**src/rtl/clk_search_pkg.sv**
```systemverilog
package clk_search_pkg;

  localparam int MUL_W = 8;
  localparam int PRE_W = 7;
  localparam longint ERR_INIT = 64'd999999999;

  typedef enum logic [3:0] {
    ST_IDLE, ST_SRC, ST_SRC_WAIT, ST_CAND, ST_CAND_WAIT,
    ST_NEXT, ST_FIN, ST_FIN_WAIT
  } srch_state_t;

  function automatic logic [2:0] odd_div_of(input logic [1:0] idx);
    case (idx)
      2'd0:    odd_div_of = 3'd1;
      2'd1:    odd_div_of = 3'd3;
      default: odd_div_of = 3'd5;
    endcase
  endfunction

endpackage

```
**src/rtl/clk_div_unit.sv**
```systemverilog
module clk_div_unit #(
  parameter int DW = 34
) (
  input  logic          clk,
  input  logic          rst,
  input  logic          start,
  input  logic [DW-1:0] dividend,
  input  logic [DW-1:0] divisor,
  output logic [DW-1:0] quotient,
  output logic          done
);
  localparam int CW = $clog2(DW + 1);

  logic [DW:0]   rem_q;
  logic [DW-1:0] quo_q;
  logic [DW-1:0] dsr_q;
  logic [CW-1:0] cnt_q;
  logic          run_q;
  logic [DW:0]   shifted;
  logic          fits;

  always_comb begin
    shifted = {rem_q[DW-1:0], quo_q[DW-1]};
    fits    = shifted >= {1'b0, dsr_q};
  end

  always_ff @(posedge clk) begin
    if (rst) begin
      rem_q <= '0;
      quo_q <= '0;
      dsr_q <= '0;
      cnt_q <= '0;
      run_q <= 1'b0;
      done  <= 1'b0;
    end else begin
      done <= 1'b0;
      if (start) begin
        rem_q <= '0;
        quo_q <= dividend;
        dsr_q <= divisor;
        cnt_q <= '0;
        run_q <= 1'b1;
      end else if (run_q) begin
        rem_q <= fits ? (shifted - {1'b0, dsr_q}) : shifted;
        quo_q <= {quo_q[DW-2:0], fits};
        if (cnt_q == CW'(DW - 1)) begin
          run_q <= 1'b0;
          done  <= 1'b1;
        end else begin
          cnt_q <= cnt_q + 1'b1;
        end
      end
    end
  end

  assign quotient = quo_q;

  // a finished division leaves a remainder below the divisor
  assert_rem_below_div_R3: assert property (@(posedge clk) disable iff (rst)
    done |-> (rem_q < {1'b0, dsr_q}));

  // the sequencer never restarts a division in flight
  assert_no_restart_R9: assert property (@(posedge clk) disable iff (rst)
    start |-> !run_q);

endmodule

```
**src/rtl/clk_src_iter.sv**
```systemverilog
module clk_src_iter
  import clk_search_pkg::*;
#(
  parameter int M_MIN = 2,
  parameter int M_MAX = 255,
  parameter int N_MIN = 2,
  parameter int N_MAX = 127
) (
  input  logic             clk,
  input  logic             rst,
  input  logic             init,
  input  logic             step,
  input  logic             prog,
  output logic [MUL_W-1:0] cur_m,
  output logic [PRE_W-1:0] cur_n,
  output logic             cur_k,
  output logic             cur_fix,
  output logic             is_last
);

  always_ff @(posedge clk) begin
    if (rst || init) begin
      cur_m   <= MUL_W'(M_MIN);
      cur_n   <= PRE_W'(N_MIN);
      cur_k   <= 1'b0;
      cur_fix <= 1'b0;
    end else if (step) begin
      if (!prog) begin
        cur_fix <= 1'b1;
      end else if (!cur_k) begin
        cur_k <= 1'b1;
      end else begin
        cur_k <= 1'b0;
        if (cur_n == PRE_W'(N_MAX)) begin
          cur_n <= PRE_W'(N_MIN);
          cur_m <= cur_m + 1'b1;
        end else begin
          cur_n <= cur_n + 1'b1;
        end
      end
    end
  end

  always_comb begin
    if (prog)
      is_last = (cur_m == MUL_W'(M_MAX)) && (cur_n == PRE_W'(N_MAX)) && cur_k;
    else
      is_last = cur_fix;
  end

  // the sweep stays inside its configured M and N ranges
  assert_sweep_range_R2: assert property (@(posedge clk) disable iff (rst)
    (cur_m >= MUL_W'(M_MIN)) && (cur_m <= MUL_W'(M_MAX)) &&
    (cur_n >= PRE_W'(N_MIN)) && (cur_n <= PRE_W'(N_MAX)));

endmodule

```
**src/rtl/clk_best_track.sv**
```systemverilog
module clk_best_track
  import clk_search_pkg::*;
#(
  parameter int SRC_W = 34
) (
  input  logic             clk,
  input  logic             rst,
  input  logic             clr,
  input  logic             upd,
  input  logic [SRC_W-1:0] cand_err,
  input  logic [SRC_W-1:0] cand_src,
  input  logic [MUL_W-1:0] cand_m,
  input  logic [PRE_W-1:0] cand_n,
  input  logic             cand_k,
  input  logic             cand_fix,
  input  logic [1:0]       cand_didx,
  input  logic [2:0]       cand_shift,
  output logic [SRC_W-1:0] best_err,
  output logic [SRC_W-1:0] best_src,
  output logic [MUL_W-1:0] best_m,
  output logic [PRE_W-1:0] best_n,
  output logic             best_k,
  output logic             best_fix,
  output logic [1:0]       best_didx,
  output logic [2:0]       best_shift
);
  logic better;
  assign better = cand_err < best_err;

  always_ff @(posedge clk) begin
    if (rst || clr) begin
      best_err   <= SRC_W'(ERR_INIT);
      best_src   <= '0;
      best_m     <= '0;
      best_n     <= '0;
      best_k     <= 1'b0;
      best_fix   <= 1'b0;
      best_didx  <= 2'd0;
      best_shift <= 3'd0;
    end else if (upd && better) begin
      best_err   <= cand_err;
      best_src   <= cand_src;
      best_m     <= cand_m;
      best_n     <= cand_n;
      best_k     <= cand_k;
      best_fix   <= cand_fix;
      best_didx  <= cand_didx;
      best_shift <= cand_shift;
    end
  end

  // between clears the kept error never grows
  assert_best_monotone_R5: assert property (@(posedge clk) disable iff (rst)
    !$past(clr) |-> (best_err <= $past(best_err)));

endmodule

```
**src/rtl/clk_setting_search.sv**
```systemverilog
module clk_setting_search
  import clk_search_pkg::*;
#(
  parameter int     SRC_W     = 34,
  parameter longint REF_HZ    = 24000000,
  parameter longint FIX_A_HZ  = 288000000,
  parameter longint FIX_B_HZ  = 336000000,
  parameter int     M_MIN     = 2,
  parameter int     M_MAX     = 255,
  parameter int     N_MIN     = 2,
  parameter int     N_MAX     = 127
) (
  input  logic             clk,
  input  logic             rst,
  input  logic             start,
  input  logic [31:0]      target_hz,
  input  logic             max_div5,
  input  logic             prog_mode,
  output logic             busy,
  output logic             done,
  output logic [7:0]       best_mul,
  output logic [6:0]       best_prediv,
  output logic             best_post,
  output logic [2:0]       best_odd_div,
  output logic [2:0]       best_shift,
  output logic [SRC_W-1:0] best_err,
  output logic [SRC_W-1:0] achieved_hz,
  output logic [7:0]       ctrl_byte,
  output logic [31:0]      pll_word
);
  localparam logic [SRC_W-1:0] REF_V = SRC_W'(REF_HZ);
  localparam logic [SRC_W-1:0] FIX_A = SRC_W'(FIX_A_HZ);
  localparam logic [SRC_W-1:0] FIX_B = SRC_W'(FIX_B_HZ);

  srch_state_t      state_q;
  logic [31:0]      tgt_q;
  logic             mode_q, mx5_q;
  logic [SRC_W-1:0] src_q, pll_quot_q;
  logic [1:0]       didx_q;
  logic [2:0]       shift_q;

  logic [MUL_W-1:0] it_m;
  logic [PRE_W-1:0] it_n;
  logic             it_k, it_fix, it_last;
  logic             it_init, it_step;

  logic             dv_start, dv_done;
  logic [SRC_W-1:0] dv_a, dv_b, dv_q;

  logic [SRC_W-1:0] bt_err, bt_src;
  logic [MUL_W-1:0] bt_m;
  logic [PRE_W-1:0] bt_n;
  logic             bt_k, bt_fix;
  logic [1:0]       bt_didx;
  logic [2:0]       bt_shift;

  logic [9:0]       cand_dv, best_dv;
  logic [SRC_W-1:0] cand_err, tgt_ext;
  logic             cand_upd;
  logic [1:0]       last_didx;

  assign it_init   = (state_q == ST_IDLE) && start;
  assign it_step   = (state_q == ST_NEXT) && !it_last;
  assign cand_dv   = 10'(odd_div_of(didx_q)) << shift_q;
  assign best_dv   = 10'(odd_div_of(bt_didx)) << bt_shift;
  assign tgt_ext   = SRC_W'(tgt_q);
  assign cand_err  = (dv_q >= tgt_ext) ? (dv_q - tgt_ext) : (tgt_ext - dv_q);
  assign cand_upd  = (state_q == ST_CAND_WAIT) && dv_done;
  assign last_didx = mx5_q ? 2'd2 : 2'd1;

  always_comb begin
    dv_start = 1'b0;
    dv_a     = '0;
    dv_b     = SRC_W'(1);
    case (state_q)
      ST_SRC: if (mode_q && !it_k) begin
        dv_start = 1'b1;
        dv_a     = REF_V * SRC_W'(it_m);
        dv_b     = SRC_W'(it_n);
      end
      ST_CAND: begin
        dv_start = 1'b1;
        dv_a     = src_q + SRC_W'(cand_dv >> 1);
        dv_b     = SRC_W'(cand_dv);
      end
      ST_FIN: begin
        dv_start = 1'b1;
        dv_a     = bt_src;
        dv_b     = SRC_W'(best_dv);
      end
      default: ;
    endcase
  end

  clk_src_iter #(.M_MIN(M_MIN), .M_MAX(M_MAX), .N_MIN(N_MIN), .N_MAX(N_MAX)) u_iter (
    .clk(clk), .rst(rst), .init(it_init), .step(it_step), .prog(mode_q),
    .cur_m(it_m), .cur_n(it_n), .cur_k(it_k), .cur_fix(it_fix), .is_last(it_last)
  );

  clk_div_unit #(.DW(SRC_W)) u_div (
    .clk(clk), .rst(rst), .start(dv_start), .dividend(dv_a), .divisor(dv_b),
    .quotient(dv_q), .done(dv_done)
  );

  clk_best_track #(.SRC_W(SRC_W)) u_best (
    .clk(clk), .rst(rst), .clr(it_init), .upd(cand_upd),
    .cand_err(cand_err), .cand_src(src_q),
    .cand_m(mode_q ? it_m : '0), .cand_n(mode_q ? it_n : '0),
    .cand_k(mode_q & it_k), .cand_fix(it_fix),
    .cand_didx(didx_q), .cand_shift(shift_q),
    .best_err(bt_err), .best_src(bt_src), .best_m(bt_m), .best_n(bt_n),
    .best_k(bt_k), .best_fix(bt_fix), .best_didx(bt_didx), .best_shift(bt_shift)
  );

  always_ff @(posedge clk) begin
    if (rst) begin
      state_q      <= ST_IDLE;
      tgt_q        <= '0;
      mode_q       <= 1'b0;
      mx5_q        <= 1'b0;
      src_q        <= '0;
      pll_quot_q   <= '0;
      didx_q       <= 2'd0;
      shift_q      <= 3'd0;
      done         <= 1'b0;
      best_mul     <= '0;
      best_prediv  <= '0;
      best_post    <= 1'b0;
      best_odd_div <= '0;
      best_shift   <= '0;
      best_err     <= '0;
      achieved_hz  <= '0;
      ctrl_byte    <= '0;
      pll_word     <= '0;
    end else begin
      done <= 1'b0;
      case (state_q)
        ST_IDLE: if (start) begin
          tgt_q   <= target_hz;
          mode_q  <= prog_mode;
          mx5_q   <= max_div5;
          state_q <= ST_SRC;
        end
        ST_SRC: begin
          didx_q  <= 2'd0;
          shift_q <= 3'd0;
          if (!mode_q) begin
            src_q   <= it_fix ? FIX_B : FIX_A;
            state_q <= ST_CAND;
          end else if (it_k) begin
            src_q   <= pll_quot_q >> 1;
            state_q <= ST_CAND;
          end else begin
            state_q <= ST_SRC_WAIT;
          end
        end
        ST_SRC_WAIT: if (dv_done) begin
          pll_quot_q <= dv_q;
          src_q      <= dv_q;
          state_q    <= ST_CAND;
        end
        ST_CAND: state_q <= ST_CAND_WAIT;
        ST_CAND_WAIT: if (dv_done) begin
          if (shift_q == 3'd7) begin
            shift_q <= 3'd0;
            if (didx_q == last_didx) begin
              state_q <= ST_NEXT;
            end else begin
              didx_q  <= didx_q + 1'b1;
              state_q <= ST_CAND;
            end
          end else begin
            shift_q <= shift_q + 1'b1;
            state_q <= ST_CAND;
          end
        end
        ST_NEXT: state_q <= it_last ? ST_FIN : ST_SRC;
        ST_FIN:  state_q <= ST_FIN_WAIT;
        ST_FIN_WAIT: if (dv_done) begin
          achieved_hz  <= dv_q;
          best_err     <= bt_err;
          best_mul     <= bt_m;
          best_prediv  <= bt_n;
          best_post    <= bt_k;
          best_odd_div <= odd_div_of(bt_didx);
          best_shift   <= bt_shift;
          ctrl_byte    <= {1'b0, mode_q, (!mode_q && bt_fix),
                           (bt_didx == 2'd2), (bt_didx == 2'd1), bt_shift};
          pll_word     <= mode_q ? (32'h20000 | (32'(bt_k) << 15) |
                                    (32'(bt_n) << 8) | 32'(bt_m)) : 32'd0;
          done         <= 1'b1;
          state_q      <= ST_IDLE;
        end
        default: state_q <= ST_IDLE;
      endcase
    end
  end

  assign busy = (state_q != ST_IDLE);

  // completion is a single-cycle pulse
  assert_done_pulse_R9: assert property (@(posedge clk) disable iff (rst)
    done |=> !done);

  // the latched request cannot change mid-search
  assert_request_held_R9: assert property (@(posedge clk) disable iff (rst)
    busy |=> $stable(tgt_q) && $stable(mode_q) && $stable(mx5_q));

  // never both divider flags at once
  assert_ctrl_one_div_R8: assert property (@(posedge clk) disable iff (rst)
    done |-> !(ctrl_byte[3] && ctrl_byte[4]));

  // programmable result carries the enable bit and a legal M; fixed gives zero
  assert_pll_word_R7: assert property (@(posedge clk) disable iff (rst)
    done |-> (mode_q ? (pll_word[17] && (pll_word[7:0] >= 8'(M_MIN))) : (pll_word == 32'd0)));

  // results move only together with done
  assert_result_hold_R10: assert property (@(posedge clk) disable iff (rst)
    !done |-> $stable(ctrl_byte) && $stable(pll_word) && $stable(achieved_hz) && $stable(best_err));

endmodule

```
**config.mk**
```make
export PLATFORM = sky130hd
export DESIGN_NAME = clk_setting_search
export DESIGN_NICKNAME = d
export VERILOG_FILES = /design/src/rtl/clk_search_pkg.sv /design/src/rtl/clk_div_unit.sv /design/src/rtl/clk_src_iter.sv /design/src/rtl/clk_best_track.sv /design/src/rtl/clk_setting_search.sv
export SDC_FILE = /design/constraint.sdc
export NUM_CORES = 1
export LEC_CHECK = 0
export ABC_AREA = 1
export BUFFER_PORTS_ARGS = -buffer_cell sky130_fd_sc_hd__buf_2
export CORE_MARGIN = 2
export CORE_UTILIZATION = 60
export DETAILED_ROUTE_END_ITERATION = 8
export PLACE_DENSITY = 0.78
export SLEW_MARGIN = 10
export SYNTH_ARGS = -nofsm -noshare
export SYNTH_HDL_FRONTEND = slang
export SYNTH_SLANG_ARGS = --single-unit
```
**constraint.sdc**
```tcl
create_clock -name clk -period 6.3 [get_ports clk]
set_input_delay 0.63 -clock clk [delete_from_list [all_inputs] [get_ports clk]]
set_output_delay 0.63 -clock clk [all_outputs]
set_load 0.01 [all_outputs]
```
* Word-level counts from Yosys, hierarchy flattened
Cells that the tools add are included.
** Storage, ports and cells
- Register bits after elaboration :: 458
- Input bits :: 37
- Output and inout port bits :: 132
- Word-level logic and storage cells :: 161
** Cells by class
- Add/sub/neg operators :: 9
- $mul :: 1
- $lt $le $gt $ge :: 3
- Equality and inequality tests :: 22
- Shifts and indexed selects :: 2
- Multiplexer cells :: 46
- Bitwise gates (word level) :: 7
- Reduce and logical (&&, ||, !) cells :: 35
** Operator list (count)
- $mux 34 :: 7
- $pmux 34 s3 :: 1
- $pmux 34 s2 :: 1
- $ge 35x34->1 :: 1
- $add 34x9->34 :: 1
- $ge 34x32->1 :: 1
- $lt 34x34->1 :: 1
- $sub 32x34->34 :: 1
- $sub 34x32->34 :: 1
- $sub 34x34->34 :: 1
- $mux 33 :: 1
- $pmux 4 s8 :: 1
- $pmux 10 s3 :: 1
- $mux 27 :: 1
- $mul 16x8->24 const A :: 1
- $mux 7 :: 3
- $mux 4 :: 5
- $shl 3x3->10 :: 2
- $mux 18 :: 1
- $or 18x15->18 :: 1
- $or 18x8->18 :: 1
- $pmux 3 s2 :: 3
- $eq 4x3->1 const B :: 4
- $reduce_and 2->1 :: 7
- other kinds (36) :: 77

* Depth between registers and ports, before layout
Gate-level depths: netlist (run 1).
- Depth after elaboration :: 7
- Depth in mapped cells :: 31
- Depth with buffers taken out :: 29

* By module
From an unflattened synthesis (run 1), not the netlist that was laid out.
** Unflattened totals
- Cell total of the unflattened synthesis :: 4878
- Area, all modules :: 30971.0 sq um
** Modules (own cells, without submodules)
- clk_setting_search :: times used 1, cells an instance 2920, area each 18086.1 sq um, seq. area each 4384.2 sq um
- clk_div_unit :: times used 1, cells an instance 1132, area each 7248.2 sq um, seq. area each 2202.1 sq um
- clk_best_track :: times used 1, cells an instance 701, area each 4702.0 sq um, seq. area each 1801.7 sq um
- clk_src_iter :: times used 1, cells an instance 125, area each 934.6 sq um, seq. area each 340.3 sq um

* Worst setup path before layout (run 1)
Ideal clock, no wire load.
- Path kind :: register to register
- From :: reg u_iter.cur_m[6]
- To :: reg u_div.quo_q[29], in the netlist u_div.quotient[29]
- Setup time :: 0.112 ns
- Data arrival time :: 3.846 ns
- Data required time :: 6.188 ns
- Setup slack :: 2.342 ns
- Stages on the path, launching flop included :: 19
- Buffers on the path :: 0
- Clock period less this slack :: 3.958 ns
- Cells stage by stage :: dfxtp_1 inv_1 ha_1 inv_1 fa_1 inv_1 fa_1 fa_1 inv_1 ha_1 a21oi_1 nor2_1 or2_2 a21oi_1 nand3_1 nand2_1 o21ai_0 nand2_1 nand2_1
** On the way
- Longest elaborated chain between the ends :: 4
** RTL lines
- start, declared :: line clk_src_iter.sv:14 : output logic [MUL_W-1:0] cur_m,
- start signal, assigned :: line clk_src_iter.sv:23 : cur_m <= MUL_W'(M_MIN);
- start signal, assigned :: line clk_src_iter.sv:36 : cur_m <= cur_m + 1'b1;
- $mul 16x8->24 :: line clk_setting_search.sv:78 : dv_a = REF_V * SRC_W'(it_m);
- $mux 33 :: line clk_setting_search.sv:76 : ST_SRC: if (mode_q && !it_k) begin
- $pmux 34 s3 :: line clk_setting_search.sv:75 : case (state_q)
- $mux 34 :: line clk_div_unit.sv:37 : if (start) begin
- end signal, assigned :: line clk_div_unit.sv:39 : quo_q <= dividend;
- end signal, assigned :: line clk_div_unit.sv:45 : quo_q <= {quo_q[DW-2:0], fits};
- end, declared :: line clk_div_unit.sv:15 : logic [DW-1:0] quo_q;
Every way passes these cells.
A chain may end at the register's enable or synchronous reset.

* Worst setup path in the final report (run 1)
- From :: reg u_div.quo_q[18], in the netlist u_div.quotient[18]
- To :: reg u_best.best_src[13]
** On the way
- Longest elaborated chain between the ends :: 4
- Elaborated cells between the ends (all ways) :: 6
- Classes of those cells :: add/sub (2); order compare (2); mux (1); reduce/logical (1)
** RTL lines
- $sub 32x34->34 (tied with other cells) :: line clk_setting_search.sv:67 : assign cand_err = (dv_q >= tgt_ext) ? (dv_q - tgt_ext) : (tgt_ext - dv_q);
- $mux 34 (*) :: line clk_setting_search.sv:67
- net cand_err[21] :: line clk_setting_search.sv:58 : logic [SRC_W-1:0] cand_err, tgt_ext;
- $lt 34x34->1 (*) :: line clk_best_track.sv:28 : assign better = cand_err < best_err;
- $logic_and 1x1->1 (*) :: line clk_best_track.sv:40 : end else if (upd && better) begin
- end signal, assigned :: line clk_best_track.sv:42 : best_src <= cand_src;
- end, declared :: line clk_best_track.sv:19 : output logic [SRC_W-1:0] best_src,
The timed path passes the listed nets; every way through them passes the cells marked *.

==> flow_metrics.tcl, run 1 <==
set metrics [dict create \
    outcome "completed" \
    drc 0 \
    path_delay_family "simple AND/OR/NAND/NOR gates" \
    cts-htree-levels 2 \
    grt_max_degree 89 \
    cellLeakagePower_nw 14.43 \
    post_cts_buffers 0 \
    ys_ff_latch 412 \
    final-setup-viol-count 0 \
    max_slew_margin_pct 25.37 \
    power_density_mw_per_mm2 574.2 \
    r2r_cells 23 \
    critPathLaunchType "flip-flop" \
    slowest_stage "ha_1" \
    nNetsFinal 4459 \
    wirelength_mm 87.80 \
    p_switching_w 0.009338 \
    ys_async_sr_fraction_pct 0 \
    antenna_found_initial 1 \
    tightest_slew_ps 1117 \
    die_height_um 217.3 \
    syn-cell-area_mm2 0.02731 \
    finalCritPeriodShare_pct 76.34 \
    grt_pass1_wl_mm 136.1 \
    r2r_slack_ps 1490 \
    timing.rr.start "u_div.quotient[18]" \
    path_clk_slew_ps 60 \
    vias 27620 \
    ant_nets 0 \
    ys_seq_area_share_pct 30.21 \
    drive_gt1_share_pct 7.376 \
    hold_viol_final 0 \
    path_buf_inv 2 \
    gp_routability_congestion 1.053 \
    port-buffer-count 152 \
    critical_path.endpoint "u_best.best_src[13]" \
    max_stage_delay_ps 530 \
    drv_cap 0 \
    cts_hold_buffers 0 \
    dp_hpwl_mm 66.61 \
    crit_arrival_ps 5310 \
    ioPinCount 169 \
    routedWlPerCell_um 18.17 \
    row_count 78 \
    switching_share_pct 55.04 \
    rsz0062_at_grt "no" \
    worstPathRequired_ps 6800 \
    layout_commonest_cell "nand2_1" \
    area_delta_synth_final_pct 8.193 \
    crit_path_cell_trace "ha_1, nand2_1, nor2_1, nand2_1, nor2_1, o21ai_0, nand3_1, nand2_1, nand2_1, nand2_1, nand2_1, inv_1, ha_1, a21oi_1, o21ai_0, nand2_1, nand2_1, a21oi_1, nand3_1, nor2_4, buf_12, nand2_1, a21oi_1" \
    period_needed_ps 4809 \
    grt_usage_pct 36.35 \
    synth_edf_count 0 \
    final-max-slew-violation-count 0 \
    cts_resized 0 \
    p_comb_share_pct 64.9 \
    overflow 0 \
    floorplan.initialDensity_pct 60.43 \
    clkPwrFrac_pct 15.2 \
    numCtsBuffers 44 \
    synthFlopType "dfxtp_1" \
    p_seq_share_pct 19.9 \
    final_area_mm2 0.02954 \
    worstReg2RegEnd "u_best.best_src[13]" \
    clk-insertion-delay-late_ps 600 \
    syn_area_per_cell_um2 6.562 \
    power.internal_w 0.007627 \
    hold_path_class "in -> reg" \
    final.setup.tns_ps 0 \
    core_mm2 0.04519 \
    cts_tree "yes" \
    clock-skew-final_ps 22.31 \
    drt-initial-drc-count 2899 \
    dpl_cell_area_mm2 0.02814 \
    cts_root_buffer "clkbuf_16" \
    cp_common_cell "nand2_1" \
    die_w_um 217.3 \
    cts_buffer_depth 3 \
    irDropWorstVdd_mv 0.5688 \
    ys_warn_count 0 \
    cp.depth 23 \
    cts_sinks 412 \
    end_kind "flip-flop" \
    grt_pass1_vias 24910 \
    worstSetupPathType "reg -> reg" \
    synth_cells 4161 \
    routed_via_density 5.717 \
    timing.fmax_mhz 207.9 \
    layout_common_cells "nand2_1, inv_1, a21oi_1" \
    cp-startpoint "u_div.quotient[18]" \
    ys_types 58 \
    dr.pass1.iters 6 \
    crit_fanout 56 \
    die_area_mm2 0.04723 \
]
final cells by class:
type	count	area (µm²)
antenna	1	2.502
clock buffer	63	1242
clock inverter	12	157.7
fill	4192	15640
inverter	558	2102
multi-input combinational	3013	16100
sequential	412	8250
tap	600	750.7
timing repair buffer	172	935.9
flip-flops by register name, indices dropped and copies added (netlist names), 4 cells and up:
| register | count |
|---|---|
| u_best.best_src | 34 |
| u_best.best_err | 34 |
| src_q | 34 |
| pll_quot_q | 33 |
| pll_word | 17 |
| best_err | 34 |
| best_prediv | 7 |
| u_div.quotient | 34 |
| u_div.rem_q | 34 |
| u_iter.cur_n | 7 |
| u_div.cnt_q | 6 |
| u_best.best_m | 8 |
| u_best.best_n | 7 |
| tgt_q | 32 |
| achieved_hz | 34 |
| u_iter.cur_m | 8 |
| best_mul | 8 |
| ctrl_byte | 4 |
| u_div.dsr_q | 10 |
worst min-delay path by stage:
stage	cells past startpoint	start	endpoint
after detailed placement	2	pll_word[4]	pll_word[4]
final	3	target_hz[9]	tgt_q[9]
after global routing	3	target_hz[0]	tgt_q[0]
after global placement	2	best_odd_div[0]	best_odd_div[0]
after CTS	3	target_hz[11]	tgt_q[11]
after floorplan	2	u_best.best_err[1]	u_best.best_err[1]
power by group through the flow:
| stage | sequential, W | combinational [W] | clock, W |
|---|---|---|---|
| final | 0.00338 | 0.0110 | 0.00257 |
| after global routing | 0.00340 | 0.0122 | 0.00269 |
| after CTS | 0.00335 | 0.0108 | 0.00259 |
| after detailed placement | 0.00340 | 0.0108 | 0 |
| after global placement | 0.00340 | 0.0107 | 0 |
| after floorplan | 0.00319 | 0.00788 | 0 |
worst reg2reg max path: cells and delay by family (launching register included):
family,cells,cell delay [ps]
AOI/OAI and AO/OA,5,720
buffers and inverters,2,410
and+or+nand+nor,14,2380
DFF,1,390
adders and majority gates,2,820
logic make-up (layout without fill, tap and decap cells):
| logic type | count (synthesis) | in the layout | share of synthesized area, % |
|---|---|---|---|
| AOI/OAI and AO/OA | 955 | 955 | 18.59 |
| xor gates and xnor gates | 57 | 57 | 1.828 |
| adders and majority gates | 221 | 221 | 11.20 |
| buffers and inverters | 751 | 805 | 11.13 |
| DFF | 412 | 412 | 30.21 |
| other | 1 | 17 | 0.01373 |
| and+or+nand+nor | 1764 | 1764 | 27.03 |
cells in the mapped netlist (38+ instances only):
library cell | instances | share of area [%]
dfxtp_1 | 412 | 30
nand4_1 | 54 | 1.2
nand2_1 | 1104 | 15
o21ai_0 | 313 | 5.7
nor2_1 | 278 | 3.8
fa_1 | 39 | 2.9
a21oi_1 | 506 | 9.3
clkbuf_1 | 89 | 1.2
xor2_1 | 38 | 1.2
ha_1 | 182 | 8.3
inv_1 | 545 | 7.5
buf_2 | 61 | 1.1
nand3_1 | 217 | 4.0
metal layers:
metal	global-route usage, %	up-vias	routed length [µm]
met5	0	-	0
met2	59.79	1139	40300
met3	5.730	164	7411
met4	13.52	0	3251
li1	-	13550	-
met1	48.12	12760	36830
through the flow:
step / power (W) / instances / utilization, % / hold WS [ps] / worst slack, ps
after global routing: 0.01828 / 4831 / 65.38 / 335.5 / 1077
after CTS: 0.01675 / 4830 / 65.38 / 309.1 / 1567
after floorplan: 0.01107 / 4176 / - / 433.5 / 2342
after detailed placement: 0.01416 / 4755 / 62.28 / 451.8 / 1620
final: 0.01697 / 4831 / 65.38 / 322.6 / 1491
after global placement: 0.01409 / 4755 / 62.28 / 446.9 / 1649
(Power assumes the default switching activity.)
==> inputs of run 2 (changes only) <==
--- a/config.mk
+++ b/config.mk
@@ -5,12 +5,12 @@
 export SDC_FILE = /design/constraint.sdc
 export NUM_CORES = 1
 export LEC_CHECK = 0
-export ABC_AREA = 1
+export ABC_AREA = 0
 export BUFFER_PORTS_ARGS = -buffer_cell sky130_fd_sc_hd__buf_2
 export CORE_MARGIN = 2
-export CORE_UTILIZATION = 60
+export CORE_UTILIZATION = 56
 export DETAILED_ROUTE_END_ITERATION = 8
-export PLACE_DENSITY = 0.78
+export PLACE_DENSITY = 0.77
 export SLEW_MARGIN = 10
 export SYNTH_ARGS = -nofsm -noshare
 export SYNTH_HDL_FRONTEND = slang
==> constraint.sdc (replaced) <==
create_clock -name clk -period 4.3 [get_ports clk]
set_input_delay 0.43 -clock clk [delete_from_list [all_inputs] [get_ports clk]]
set_output_delay 0.43 -clock clk [all_outputs]
set_load 0.01 [all_outputs]
==> flow_metrics.tcl, run 2 <==
set metrics [dict create \
    drt-initial-drc-count 3243 \
    finalCritPeriodShare_pct 112.1 \
    ys_top_cells_by_count "nand2_1, a21oi_1, dfxtp_1" \
    max_slew_margin_pct 15.76 \
    crit_path_cell_trace "buf_4, inv_1, ha_1, a21oi_2, nand2_1, a221o_1, a221oi_2, buf_4, and2_4, o21ai_1, a211oi_2, nor2_1, xnor2_1, ha_1, nand4_1, a21o_1, buf_6, o311ai_4, buf_6, buf_16, buf_8, nand2_1, a21oi_1" \
    antenna_found_initial 1 \
    cts_hold_buffers 0 \
    row_count 77 \
    slowest_stage "o311ai_4" \
    setup_slack_ps -521.1 \
    period_needed_ps 4821 \
    rsz0062_at_grt "yes" \
    die_area_mm2 0.04591 \
    final_area_mm2 0.03330 \
    grt_usage_pct 38.16 \
    layout_common_cells "nand2_1, buf_4, a21oi_1" \
    dp_hpwl_mm 64.21 \
    synth_top_cell_by_area "dfxtp_1" \
    fill_cells 3200 \
    path_clk_slew_ps 60 \
    area_delta_synth_final_pct 34.52 \
    worstPathRequired_ps 4800 \
    dpl_cell_area_mm2 0.02880 \
    synth_cells 3255 \
    drive_gt1_share_pct 28.01 \
    diodes 0 \
    drv_cap 0 \
    power.internal_w 0.008459 \
    hold_path_class "in -> reg" \
    wirelength_mm 93.27 \
    multi_input_area_mm2 0.01656 \
    ant_nets 0 \
    worstSetupPathType "reg -> reg" \
    clkPwrFrac_pct 32.5 \
    postLayoutCoreUtil_pct 75.81 \
    crit_arrival_ps 5320 \
    cellLeakagePower_nw 13.88 \
    ys_seq_area_share_pct 33.32 \
    layout_commonest_cell "nand2_1" \
    die_height_um 214.3 \
    nNetsFinal 4010 \
    ys_ff_latch 412 \
    yosysMostFrequentCell "nand2_1" \
    vias 26660 \
    path_delay_family "compound AO/OA/AOI/OAI gates" \
    synth.top_cell.area_share_pct 33.32 \
    cts_sinks 412 \
    p_seq_share_pct 31.7 \
    stdcell_count 4377 \
    syn-cell-area_mm2 0.02476 \
    clock-skew-final_ps 23.38 \
    die_w_um 214.3 \
    path_buf_inv 7 \
    cts_tree "yes" \
    p_switching_w 0.004261 \
    failed_checks "DRC, setup timing" \
    hold_viol_final 0 \
    final-setup-viol-count 94 \
    end_kind "flip-flop" \
    cts_root_buffer "clkbuf_16" \
    grt_pass1_wl_mm 140.3 \
    irDropWorstVdd_mv 0.3194 \
    synth_edf_count 0 \
    clk-insertion-delay-late_ps 600 \
    port-buffer-count 152 \
    ys_warn_count 0 \
    grt_max_degree 112 \
    max_stage_delay_ps 430 \
    grt_pass1_vias 25120 \
    power_density_mw_per_mm2 381.9 \
    cts-htree-levels 2 \
    tightest_slew_ps 1264 \
    switching_share_pct 33.50 \
    final-max-slew-violation-count 0 \
    p_comb_share_pct 35.7 \
    dr.pass1.iters 9 \
    routedWlPerCell_um 21.31 \
    timing.fmax_mhz 207.4 \
    final.setup.tns_ps -39150 \
    overflow 0 \
    outcome "finished, violations left" \
    numCtsBuffers 45 \
    drc 3 \
    core_mm2 0.04393 \
    ioPinCount 169 \
    floorplan.initialDensity_pct 56.35 \
    synth_area_leaders "dfxtp_1, nand2_1, ha_1" \
    critPathLaunchType "flip-flop" \
    ys_async_sr_fraction_pct 0 \
    dp_cells 4206 \
    fin_total_pwr_w 0.01272 \
    ys_types 77 \
    syn_area_per_cell_um2 7.606 \
    cts_buffer_depth 3 \
    gp_routability_congestion 0.9577 \
    crit_fanout 6 \
    synthFlopType "dfxtp_1" \
    seq_area_mm2 0.008305 \
    routed_via_density 6.092 \
]
==> run 2: logic make-up (layout without fill, tap and decap cells) <==
kind of cell	count (synthesis)	after routing	share of synthesized area, %
buffers and inverters	455	969	7.283
AO/OA/AOI/OAI	868	869	21.32
flip-flops	412	412	33.32
multiplexers	33	33	1.380
other	1	16	0.01515
AND/OR/NAND/NOR	1144	1144	20.05
XOR/XNOR	121	121	4.281
adder cells (fa/ha/maj)	221	221	12.35
==> run 2: repair_timing <==
action,CTS,global route
setup buffers,57,20
pin swaps,91,108
setup endpoints to repair,101,105
cloned,17,4
gates resized for setup,237,172
==> run 2: cell type report <==
class	instances	area share (%)
Multi-Input combinational cell	2404	49.72
Sequential cell	412	24.94
Timing Repair Buffer	660	15.76
Clock buffer	61	3.862
Inverter	229	2.581
Tap cell	592	2.224
Clock inverter	19	0.9054
==> run 2: worst paths after layout <==
check,from,to,slack [ps],depth (start not counted)
setup / recovery,u_div.quotient[16],u_best.best_src[30],-520,23
hold / removal,target_hz[6],tgt_q[6],60,3
setup reg to reg,u_div.quotient[16],u_best.best_src[30],-520,23
hold reg to reg,achieved_hz[7],achieved_hz[7],450,2
==> run 2: worst reg2reg max path, delay by kind of cell, from the launching register on <==
kind	cells	cell delay, ps
fa+ha+maj	2	540
compound gates	8	2100
xor+xnor	1	140
buf+inv	7	970
simple gates	5	580
flops	1	390
==> run 2: per-stage QoR <==
step	hold slack (ps)	setup slack, ps
floorplan	431.1	-111.3
global placement	435.1	-829.7
detailed placement	443.5	-862.1
CTS	51.52	-447.4
global route	75.84	-634.4
finish	63.12	-521.1
==> run 2: power groups by stage <==
stage	Combinational, W	Clock, W	Sequential [W]
final	0.00455	0.00414	0.00403
after floorplan	0.00209	0	0.00407
after global placement	0.00349	0	0.00410
after detailed placement	0.00355	0	0.00410
after global routing	0.00481	0.00430	0.00404
after CTS	0.00409	0.00416	0.00402
==> run 2: metal layers <==
metal | global-route usage, % | vias up | share of wire [%] | wire (µm)
met1 | 52.53 | 12710 | 41 | 38650
met5 | 0 | - | 0.018 | 17
li1 | - | 12150 | - | -
met4 | 16.99 | 2 | 5.0 | 4637
met2 | 59.12 | 1486 | 44 | 41200
met3 | 6.113 | 314 | 9.4 | 8766
